**config.mk**
```make
export PLATFORM = sky130hd
export DESIGN_NAME = tone_timer_unit
export DESIGN_NICKNAME = d
export VERILOG_FILES = /design/src/rtl/ttu_pkg.sv /design/src/rtl/ttu_ctrl.sv /design/src/rtl/ttu_prescaler.sv /design/src/rtl/ttu_watchdog.sv /design/src/rtl/ttu_tone_out.sv /design/src/rtl/tone_timer_unit.sv
export SDC_FILE = /design/constraint.sdc
export NUM_CORES = 1
export LEC_CHECK = 0
export CORE_UTILIZATION = 61
export CTS_CLUSTER_DIAMETER = 100
export CTS_CLUSTER_SIZE = 8
export DETAILED_ROUTE_END_ITERATION = 8
export GPL_TIMING_DRIVEN = 0
export PLACE_DENSITY = 0.83
export SYNTH_ARGS = -nofsm -noshare
export SYNTH_HDL_FRONTEND = slang
export SYNTH_SLANG_ARGS = --single-unit
```
**constraint.sdc**
```tcl
create_clock -name clk -period 3.2 [get_ports clk]
set_input_delay 0.64 -clock clk [delete_from_list [all_inputs] [get_ports clk]]
set_output_delay 0.64 -clock clk [all_outputs]
set_load 0.005 [all_outputs]
```
**src/rtl/ttu_pkg.sv**
```systemverilog
package ttu_pkg;

    typedef enum logic [3:0] {
        OP_NOP       = 4'd0,
        OP_SLEEP     = 4'd1,
        OP_WAKE      = 4'd2,
        OP_TONE_OFF  = 4'd3,
        OP_TONE_ON   = 4'd4,
        OP_TONE_LOW  = 4'd5,
        OP_TONE_HIGH = 4'd6,
        OP_TB_SRC    = 4'd7,
        OP_WD_SRC    = 4'd8,
        OP_TB_ON     = 4'd9,
        OP_TB_OFF    = 4'd10,
        OP_WD_ON     = 4'd11,
        OP_WD_OFF    = 4'd12,
        OP_WD_CLR    = 4'd13,
        OP_IRQ_ON    = 4'd14,
        OP_IRQ_OFF   = 4'd15
    } cmd_op_e;

    typedef enum logic {
        SYS_ACTIVE = 1'b0,
        SYS_SLEEP  = 1'b1
    } sys_state_e;

    typedef enum logic [1:0] {
        WD_STOP  = 2'd0,
        WD_COUNT = 2'd1,
        WD_OVER  = 2'd2
    } wd_state_e;

endpackage

```
**src/rtl/ttu_ctrl.sv**
```systemverilog
module ttu_ctrl
    import ttu_pkg::*;
#(
    parameter int N_TAPS = 8
) (
    input  logic                      clk,
    input  logic                      rst_n,
    input  logic                      cmd_valid_i,
    input  logic [3:0]                cmd_op_i,
    input  logic [$clog2(N_TAPS)-1:0] cmd_arg_i,
    output logic                      run_o,
    output logic                      tone_en_o,
    output logic                      tone_hi_o,
    output logic [$clog2(N_TAPS)-1:0] tb_src_o,
    output logic [$clog2(N_TAPS)-1:0] wd_src_o,
    output logic                      tb_en_o,
    output logic                      tb_off_o,
    output logic                      wd_on_o,
    output logic                      wd_off_o,
    output logic                      wd_clr_o,
    output logic                      irq_en_o
);

    localparam int SRC_W = $clog2(N_TAPS);

    cmd_op_e    op;
    sys_state_e state_q, state_d;

    assign op = cmd_op_e'(cmd_op_i);

    // System state register
    always_ff @(posedge clk or negedge rst_n) begin
        if (!rst_n) state_q <= SYS_ACTIVE;
        else        state_q <= state_d;
    end

    // System next state
    always_comb begin
        state_d = state_q;
        unique case (state_q)
            SYS_ACTIVE: if (cmd_valid_i && op == OP_SLEEP) state_d = SYS_SLEEP;
            SYS_SLEEP:  if (cmd_valid_i && op == OP_WAKE)  state_d = SYS_ACTIVE;
            default:    state_d = SYS_ACTIVE;
        endcase
    end

    // System outputs
    always_comb begin
        run_o = (state_q == SYS_ACTIVE);
    end

    // Configuration registers
    always_ff @(posedge clk or negedge rst_n) begin
        if (!rst_n) begin
            tone_en_o <= 1'b0;
            tone_hi_o <= 1'b0;
            tb_src_o  <= '0;
            wd_src_o  <= '0;
            tb_en_o   <= 1'b0;
            irq_en_o  <= 1'b0;
        end else if (cmd_valid_i) begin
            case (op)
                OP_TONE_OFF:  tone_en_o <= 1'b0;
                OP_TONE_ON:   tone_en_o <= 1'b1;
                OP_TONE_LOW:  tone_hi_o <= 1'b0;
                OP_TONE_HIGH: tone_hi_o <= 1'b1;
                OP_TB_SRC:    tb_src_o  <= SRC_W'(cmd_arg_i);
                OP_WD_SRC:    wd_src_o  <= SRC_W'(cmd_arg_i);
                OP_TB_ON:     tb_en_o   <= 1'b1;
                OP_TB_OFF:    tb_en_o   <= 1'b0;
                OP_IRQ_ON:    irq_en_o  <= 1'b1;
                OP_IRQ_OFF:   irq_en_o  <= 1'b0;
                default: ;
            endcase
        end
    end

    // One-cycle strobes toward the timers
    assign tb_off_o = cmd_valid_i && (op == OP_TB_OFF);
    assign wd_on_o  = cmd_valid_i && (op == OP_WD_ON);
    assign wd_off_o = cmd_valid_i && (op == OP_WD_OFF);
    assign wd_clr_o = cmd_valid_i && (op == OP_WD_CLR);

    assert_sleep_stops_R8: assert property (@(posedge clk) disable iff (!rst_n)
        (cmd_valid_i && op == OP_SLEEP) |=> !run_o);

    assert_wake_runs_R8: assert property (@(posedge clk) disable iff (!rst_n)
        (cmd_valid_i && op == OP_WAKE) |=> run_o);

endmodule

```
**src/rtl/ttu_prescaler.sv**
```systemverilog
module ttu_prescaler #(
    parameter int TAP_BASE    = 8,
    parameter int N_TAPS      = 8,
    parameter int TONE_LO_BIT = 6,
    parameter int TONE_HI_BIT = 5
) (
    input  logic              clk,
    input  logic              rst_n,
    input  logic              run_i,
    output logic [N_TAPS-1:0] tick_o,
    output logic              lo_phase_o,
    output logic              hi_phase_o
);

    localparam int PRE_W = TAP_BASE + N_TAPS - 1;

    logic [PRE_W-1:0] cnt_q;

    always_ff @(posedge clk or negedge rst_n) begin
        if (!rst_n)     cnt_q <= '0;
        else if (run_i) cnt_q <= cnt_q + 1'b1;
    end

    // Tap k fires when the low TAP_BASE+k bits are all ones
    for (genvar k = 0; k < N_TAPS; k++) begin : g_tap
        assign tick_o[k] = run_i & (&cnt_q[TAP_BASE+k-1:0]);
    end

    assign lo_phase_o = cnt_q[TONE_LO_BIT];
    assign hi_phase_o = cnt_q[TONE_HI_BIT];

    assert_hold_asleep_R8: assert property (@(posedge clk) disable iff (!rst_n)
        !run_i |=> $stable(cnt_q));

    assert_count_active_R3: assert property (@(posedge clk) disable iff (!rst_n)
        run_i |=> (cnt_q == PRE_W'($past(cnt_q) + 1'b1)));

endmodule

```
**src/rtl/ttu_watchdog.sv**
```systemverilog
module ttu_watchdog
    import ttu_pkg::*;
#(
    parameter int N_TAPS   = 8,
    parameter int WD_TICKS = 4
) (
    input  logic                      clk,
    input  logic                      rst_n,
    input  logic [N_TAPS-1:0]         tick_i,
    input  logic [$clog2(N_TAPS)-1:0] src_i,
    input  logic                      on_i,
    input  logic                      off_i,
    input  logic                      clr_i,
    output logic                      over_o
);

    localparam int              CNT_W = $clog2(WD_TICKS);
    localparam logic [CNT_W-1:0] LAST = CNT_W'(WD_TICKS - 1);

    wd_state_e        state_q, state_d;
    logic [CNT_W-1:0] cnt_q, cnt_d;
    logic             sel_tick;

    assign sel_tick = tick_i[src_i];

    // State register
    always_ff @(posedge clk or negedge rst_n) begin
        if (!rst_n) begin
            state_q <= WD_STOP;
            cnt_q   <= '0;
        end else begin
            state_q <= state_d;
            cnt_q   <= cnt_d;
        end
    end

    // Next state: disable beats all, clear beats a tick
    always_comb begin
        state_d = state_q;
        cnt_d   = cnt_q;
        if (off_i) begin
            state_d = WD_STOP;
            cnt_d   = '0;
        end else begin
            unique case (state_q)
                WD_STOP: begin
                    if (on_i) begin
                        state_d = WD_COUNT;
                        cnt_d   = '0;
                    end
                end
                WD_COUNT: begin
                    if (clr_i) begin
                        cnt_d = '0;
                    end else if (sel_tick) begin
                        if (cnt_q == LAST) state_d = WD_OVER;
                        else               cnt_d   = cnt_q + 1'b1;
                    end
                end
                WD_OVER: begin
                    if (clr_i) begin
                        state_d = WD_COUNT;
                        cnt_d   = '0;
                    end
                end
                default: begin
                    state_d = WD_STOP;
                    cnt_d   = '0;
                end
            endcase
        end
    end

    // Outputs
    always_comb begin
        over_o = (state_q == WD_OVER);
    end

    assert_fourth_tick_R5: assert property (@(posedge clk) disable iff (!rst_n)
        (state_q == WD_COUNT && cnt_q == LAST && sel_tick && !clr_i && !off_i)
        |=> (state_q == WD_OVER));

    assert_stays_over_R5: assert property (@(posedge clk) disable iff (!rst_n)
        (state_q == WD_OVER && !clr_i && !off_i) |=> (state_q == WD_OVER));

    assert_clear_wins_R6: assert property (@(posedge clk) disable iff (!rst_n)
        (clr_i && !off_i && state_q != WD_STOP) |=> (cnt_q == '0 && state_q == WD_COUNT));

    assert_off_stops_R10: assert property (@(posedge clk) disable iff (!rst_n)
        off_i |=> (state_q == WD_STOP && cnt_q == '0));

endmodule

```
**src/rtl/ttu_tone_out.sv**
```systemverilog
module ttu_tone_out (
    input  logic clk,
    input  logic rst_n,
    input  logic run_i,
    input  logic en_i,
    input  logic hi_i,
    input  logic lo_phase_i,
    input  logic hi_phase_i,
    output logic tone_p_o,
    output logic tone_n_o
);

    logic gate;
    logic phase;

    assign gate  = run_i & en_i;
    assign phase = hi_i ? hi_phase_i : lo_phase_i;

    always_comb begin
        tone_p_o = gate &  phase;
        tone_n_o = gate & ~phase;
    end

    assert_never_both_R2: assert property (@(posedge clk) disable iff (!rst_n)
        !(tone_p_o && tone_n_o));

    assert_low_when_idle_R8: assert property (@(posedge clk) disable iff (!rst_n)
        !run_i |-> (!tone_p_o && !tone_n_o));

endmodule

```
**src/rtl/tone_timer_unit.sv**
```systemverilog
module tone_timer_unit
    import ttu_pkg::*;
#(
    parameter int TAP_BASE    = 8,
    parameter int N_TAPS      = 8,
    parameter int TONE_LO_BIT = 6,
    parameter int TONE_HI_BIT = 5,
    parameter int WD_TICKS    = 4
) (
    input  logic                      clk,
    input  logic                      rst_n,
    input  logic                      cmd_valid_i,
    input  logic [3:0]                cmd_op_i,
    input  logic [$clog2(N_TAPS)-1:0] cmd_arg_i,
    output logic                      tone_p_o,
    output logic                      tone_n_o,
    output logic                      irq_n_o
);

    localparam int SRC_W = $clog2(N_TAPS);

    logic              run, tone_en, tone_hi, tb_en, tb_off, wd_on, wd_off, wd_clr, irq_en;
    logic [SRC_W-1:0]  tb_src, wd_src;
    logic [N_TAPS-1:0] tick;
    logic              lo_phase, hi_phase, wd_over, tb_flag_q;

    ttu_ctrl #(.N_TAPS(N_TAPS)) u_ctrl (
        .clk(clk), .rst_n(rst_n),
        .cmd_valid_i(cmd_valid_i), .cmd_op_i(cmd_op_i), .cmd_arg_i(cmd_arg_i),
        .run_o(run), .tone_en_o(tone_en), .tone_hi_o(tone_hi),
        .tb_src_o(tb_src), .wd_src_o(wd_src), .tb_en_o(tb_en), .tb_off_o(tb_off),
        .wd_on_o(wd_on), .wd_off_o(wd_off), .wd_clr_o(wd_clr), .irq_en_o(irq_en)
    );

    ttu_prescaler #(
        .TAP_BASE(TAP_BASE), .N_TAPS(N_TAPS),
        .TONE_LO_BIT(TONE_LO_BIT), .TONE_HI_BIT(TONE_HI_BIT)
    ) u_pre (
        .clk(clk), .rst_n(rst_n), .run_i(run),
        .tick_o(tick), .lo_phase_o(lo_phase), .hi_phase_o(hi_phase)
    );

    ttu_watchdog #(.N_TAPS(N_TAPS), .WD_TICKS(WD_TICKS)) u_wd (
        .clk(clk), .rst_n(rst_n), .tick_i(tick), .src_i(wd_src),
        .on_i(wd_on), .off_i(wd_off), .clr_i(wd_clr), .over_o(wd_over)
    );

    ttu_tone_out u_tone (
        .clk(clk), .rst_n(rst_n), .run_i(run), .en_i(tone_en), .hi_i(tone_hi),
        .lo_phase_i(lo_phase), .hi_phase_i(hi_phase),
        .tone_p_o(tone_p_o), .tone_n_o(tone_n_o)
    );

    // Time-base flag: clear commands beat a coincident tap firing
    always_ff @(posedge clk or negedge rst_n) begin
        if (!rst_n)                   tb_flag_q <= 1'b0;
        else if (tb_off || wd_clr)    tb_flag_q <= 1'b0;
        else if (tb_en && tick[tb_src]) tb_flag_q <= 1'b1;
    end

    assign irq_n_o = ~(irq_en & (tb_flag_q | wd_over));

    assert_irq_release_R7: assert property (@(posedge clk) disable iff (!rst_n)
        (cmd_valid_i && cmd_op_i == OP_IRQ_OFF) |=> irq_n_o);

    assert_tb_cleared_R10: assert property (@(posedge clk) disable iff (!rst_n)
        (cmd_valid_i && cmd_op_i == OP_TB_OFF) |=> !tb_flag_q);

    assert_tb_sets_R4: assert property (@(posedge clk) disable iff (!rst_n)
        (tb_en && tick[tb_src] && !tb_off && !wd_clr) |=> tb_flag_q);

endmodule

```
**After elaboration in Yosys (flattened, before gate mapping)**

Cells that the tools add are included.

- Output and inout port bits: 3
- Logic and storage cells: 114
- Bits of input ports: 10
- Register bits: 31

- Order comparisons: 2
- Equal/unequal tests: 25
- Add/subtract/negate cells: 2
- Bitwise gates (word level): 16
- Muxes and demuxes: 28
- Reduce and logical (&&, ||, !) cells: 30

Operators by type and width:

| kind | number |
|---|---|
| == test 4 bit (second input constant) | 8 |
| 2-to-1 mux 2 bit | 12 |
| == test 4 x 3 -> 1 bit (second input constant) | 4 |
| adder 15 x 1 -> 15 bit (second input constant) | 1 |
| AND reduction 15 bit | 1 |
| AND reduction 14 bit | 1 |
| AND reduction 13 bit | 1 |
| bitwise AND 1 bit | 12 |
| one-hot mux 2 bit (3 select lines) | 2 |
| AND reduction 12 bit | 1 |
| AND reduction 2 bit | 6 |
| AND reduction 11 bit | 1 |
| one-hot mux 1 bit (2 select lines) | 5 |
| AND reduction 10 bit | 1 |
| nonzero test 2 bit | 5 |
| inequality test 3 x 2 -> 1 bit (second input constant) | 3 |
| AND reduction 9 bit | 1 |
| == test 4 x 2 -> 1 bit (second input constant) | 2 |
| less-than comparator 3 x 4 -> 1 bit (second input constant) | 2 |
| AND reduction 8 bit | 1 |
| logical AND 1 bit | 7 |
| 2-to-1 mux 1 bit | 7 |
| binary-select mux 1 bit (select 3 bit) | 2 |
| inequality test 3 bit (second input constant) | 2 |
| 12 further kinds | 15 |

**Depth between registers and ports, before layout**

- Depth after elaboration: 8
- Gate-level depth with buffers: 8
- Depth with buffers taken out: 8

**Cells and area by module**

A second synthesis with hierarchy kept.

- Cells, all modules: 155
- Area, all modules: 1781.7 um2

Modules (own cells, without submodules):

| module | sequential area each (um2) | cells an instance | instances | area each (um2) |
|---|---|---|---|---|
| ttu_prescaler | 375.4 | 61 | 1 | 740.7 |
| ttu_ctrl | 275.3 | 52 | 1 | 594.3 |
| ttu_watchdog | 100.1 | 27 | 1 | 310.3 |
| tone_timer_unit | 25.0 | 11 | 1 | 112.6 |
| ttu_tone_out | 0.0 | 4 | 1 | 23.8 |

**Least setup slack after synthesis**

OpenSTA, ideal clock, no wires.

- Kind: input -> register
- From: in cmd_op_i[2]
- To: reg u_wd.cnt_q[0]
- Stages: 6
- Data required time: 3070 ps
- Buffers on the path: 1
- Arrival time: 1772 ps
- Path slack: 1298 ps
- Setup time: 130 ps
- Path through: clkbuf_1 nand2b_1 o211a_1 and2_1 a211oi_1 o22ai_1

- Word-level cells in the longest chain between the ends: 5
- Elaborated cells on any way between the ends: 14
- Those cells by class: 7 x eq/ne; 3 x mux; 4 x reduce/logical

Ends and longest elaborated chain:

| what | RTL line | text |
|---|---|---|
| start, declared | tone_timer_unit.sv:13 | `input logic [3:0] cmd_op_i,` |
| == test 4 bit | ttu_ctrl.sv:82 | `assign wd_clr_o = cmd_valid_i && (op == OP_WD_CLR);` |
| logical AND 1 bit | ttu_ctrl.sv:82 |  |
| 2-to-1 mux 2 bit | ttu_watchdog.sv:53 | `if (clr_i) begin` |
| one-hot mux 2 bit (3 select lines) | ttu_watchdog.sv:45 | `unique case (state_q)` |
| 2-to-1 mux 2 bit | ttu_watchdog.sv:41 | `if (off_i) begin` |
| end signal, assigned | ttu_watchdog.sv:33 | `cnt_q <= cnt_d;` |
| end, declared | ttu_watchdog.sv:21 | `logic [CNT_W-1:0] cnt_q, cnt_d;` |

Several ways; a longest one is shown, not always the timed one.
A chain may end at the register's enable or synchronous reset.

**Final worst setup path**

- From: reg u_ctrl.state_q
- To: out tone_p_o

- Word-level cells in the longest chain between the ends: 3

Ends and longest elaborated chain:

| what | RTL line | text |
|---|---|---|
| start, declared | ttu_ctrl.sv:27 | `sys_state_e state_q, state_d;` |
| start signal, assigned | ttu_ctrl.sv:34 | `else state_q <= state_d;` |
| NOT 1 bit | ttu_ctrl.sv:49 | `run_o = (state_q == SYS_ACTIVE);` |
| bitwise AND 1 bit | ttu_tone_out.sv:16 | `assign gate = run_i & en_i;` |
| bitwise AND 1 bit | ttu_tone_out.sv:20 | `tone_p_o = gate & phase;` |
| end, declared | tone_timer_unit.sv:15 | `output logic tone_p_o,` |

Every way passes these cells.

==> results.toml <==
[finish]
area_growth_pct = 10.3
n_antenna_cell = 0
finalNetCount = 192
final_util_pct = 73.0
drive_gt1_share_pct = 10.7

[floorplan]
core-area_mm2 = 0.00254
std_cell_rows = 18
fp.dieW_um = 54.5
initial_core_util_pct = 66.2
die_y_um = 54.5
dieArea_mm2 = 0.00298
ios = 13

[pwr]
p_per_area_mw_per_mm2 = 478
fin_total_pwr_w = 0.000889
leakagePower_nw = 0.790
ir_worst_vdd_mv = 0.359

[setup_path]
cp_data_arrival_time_ps = 1760
critical_path_peak_fanout = 10
cp-start-kind = "flip-flop"
crit_required_ps = 2560
critPathCaptureType = "output port"
crit_type = "reg2out"

[global_route]
antenna_found_initial = 0
grt-ovfl-total = 0
grt_max_degree = 32
grt_usage_pct = 24.2
first_global_vias = 1168
grt_pass1_wl_mm = 5.01

[routing]
wl_per_cell_um = 15.2
route.met2.wl_mm = 1.50
vias_per_cell = 6.07
wl_met3_um = 119
route.detailed.drc = 0
drt_iter0_drc = 24
wl_met1_mm = 1.50
detail-route-antenna-nets = 0
routed-via-count = 1262
routed_wirelength_mm = 3.17
topRoutingLayerUsed = "met4"
first_pass_iters = 4

[run]
drv_cap = 0

[place]
dp_hpwl_mm = 2.36
gp_congestion = 0.790
portBuffers = 10

[logic_synthesis]
postSynthAreaPerCell_um2 = 10.4
yosysWarningCount = 0
synth_edf_count = 0
netlist_area_mm2 = 0.00168
seq_area_frac_synth_pct = 46.1
postSynth.asyncResetShare_pct = 100
syn_inst = 162
yosysUniqueCellTypes = 42
ys_dominant_reg_cell = "dfrtp_1"
yosys_register_bits = 31
synth_nets = 175

[clock_tree]
cts_root_buffer = "clkbuf_4"
post_cts_buffers = 0
clockBufferDepth = 2
cts_hold_buf = 0
clock-sinks = 31
htreeDepth = 2
cts_buffers = 5
clkTransAtPathRegs_ps = 90
cts_tree = "done"
clk_latency_ps = 330
cts_resized = 0

[worst_hold_path]
hold_class = "in2async"

[sta]
period_share_pct = 75.1
rsz0062_at_grt = "false"
fin_crit_ps = 2400
totalNegativeSetupSlack_ps = 0
setup_viol = 0
timing.fmax_mhz = 416
hold_violations = 0
slew_violations = 0
tightestPinTransition_ps = 731
clock_skew_ps = 8.94
slew_headroom_pct = 50.8

[status]
status = "finished, final reports clean"
kinds of logic (layout without fill, tap and decap cells):
group / after synthesis / after routing / share of synthesized area [%]
AOI/OAI and AO/OA: 35 / 35 / 14.3
xor gates and xnor gates: 13 / 13 / 6.76
adders and majority gates: 3 / 3 / 2.23
buffers and inverters: 9 / 25 / 2.01
DFF: 31 / 31 / 46.1
muxes: 10 / 10 / 6.54
and+or+nand+nor: 61 / 61 / 22.1
layout by cell type, fill, tap and decap left out, types with 7 or more instances in the layout:
| master | synthesis | layout |
|---|---|---|
| clkdlybuf4s50_1 | 0 | 9 |
| dfrtp_1 | 31 | 31 |
| mux2_2 | 8 | 8 |
| nand2_1 | 11 | 11 |
| nand3_1 | 7 | 7 |
| nor2_1 | 13 | 13 |
| o21ai_0 | 14 | 14 |
| xnor2_1 | 9 | 9 |
Yosys cell counts (4+ instances only):
| library cell | n | area [um^2] |
|---|---|---|
| xnor2_1 | 9 | 78.8 |
| o21ai_0 | 14 | 70.1 |
| clkbuf_1 | 4 | 15.0 |
| inv_1 | 5 | 18.8 |
| nand2_1 | 11 | 41.3 |
| nand2b_1 | 5 | 31.3 |
| dfrtp_1 | 31 | 776 |
| nand3_1 | 7 | 35.0 |
| xor2_1 | 4 | 35.0 |
| nand4_1 | 4 | 25.0 |
| mux2_2 | 8 | 90.1 |
| nor2_1 | 13 | 48.8 |
final cells by class:
type / count / area, um^2
buffer: 4 / 15.0
clock buffer: 6 / 41.3
fill: 194 / 687
inverter: 5 / 18.8
multi-input combinational: 122 / 875
sequential: 31 / 776
tap: 30 / 37.5
timing repair buffer: 10 / 95.1
worst paths after layout:
path	end	cells after the start	slack, ps	start
max reg2reg	u_wd.cnt_q[1]	8	1250	u_pre.cnt_q[1]
max	tone_p_o	3	800	u_ctrl.state_q
min reg2reg	u_pre.cnt_q[11]	1	470	u_pre.cnt_q[11]
min in group clk	u_pre.cnt_q[11]	1	470	u_pre.cnt_q[11]
min	u_pre.cnt_q[9]	1	350	rst_n
max in group asynchronous	u_wd.cnt_q[0]	1	2400	rst_n
flip-flops by register name, summed over array words and instances (netlist names), 2 cells and up:
register         flops
u_pre.cnt_q         15
u_wd.cnt_q           2
u_wd.state_q         2
u_ctrl.wd_src_o      3
u_ctrl.tb_src_o      3
report_power, final:
part | leakage (nW) | internal, W | total, W | switching, W
registers | 0.385 | 0.000451 | 0.000530 | 0.0000799
logic | 0.381 | 0.0000892 | 0.000160 | 0.0000712
clock network | 0.0242 | 0.0000779 | 0.000198 | 0.000120
total | 0.790 | 0.000618 | 0.000889 | 0.000271
worst max-delay path: stages, from the launching register on:
cell	delay, ps
dfrtp_1	420
clkbuf_1	240
nor3b_1	250
clkdlybuf4s50_1	530
stage by stage:
step           cells  hold WS, ps  area [um^2]  setup WS [ps]
2_1_floorplan    162          344         1680           1300
3_3_place_gp     202          467         1820            705
3_5_place_dp     202          466         1820            670
4_1_cts          208          482         1860            780
5_1_grt          208          414         1860            697
6_report         208          350         1860            798
metal layers:
| metal | GRT usage, % | vias up |
|---|---|---|
| li1 | - | 622 |
| met1 | 29.4 | 603 |
| met2 | 41.3 | 31 |
| met3 | 5.83 | 6 |
| met4 | 8.97 | 0 |
| met5 | 0 | - |
Note: power is estimated with default switching activity, not from simulation.
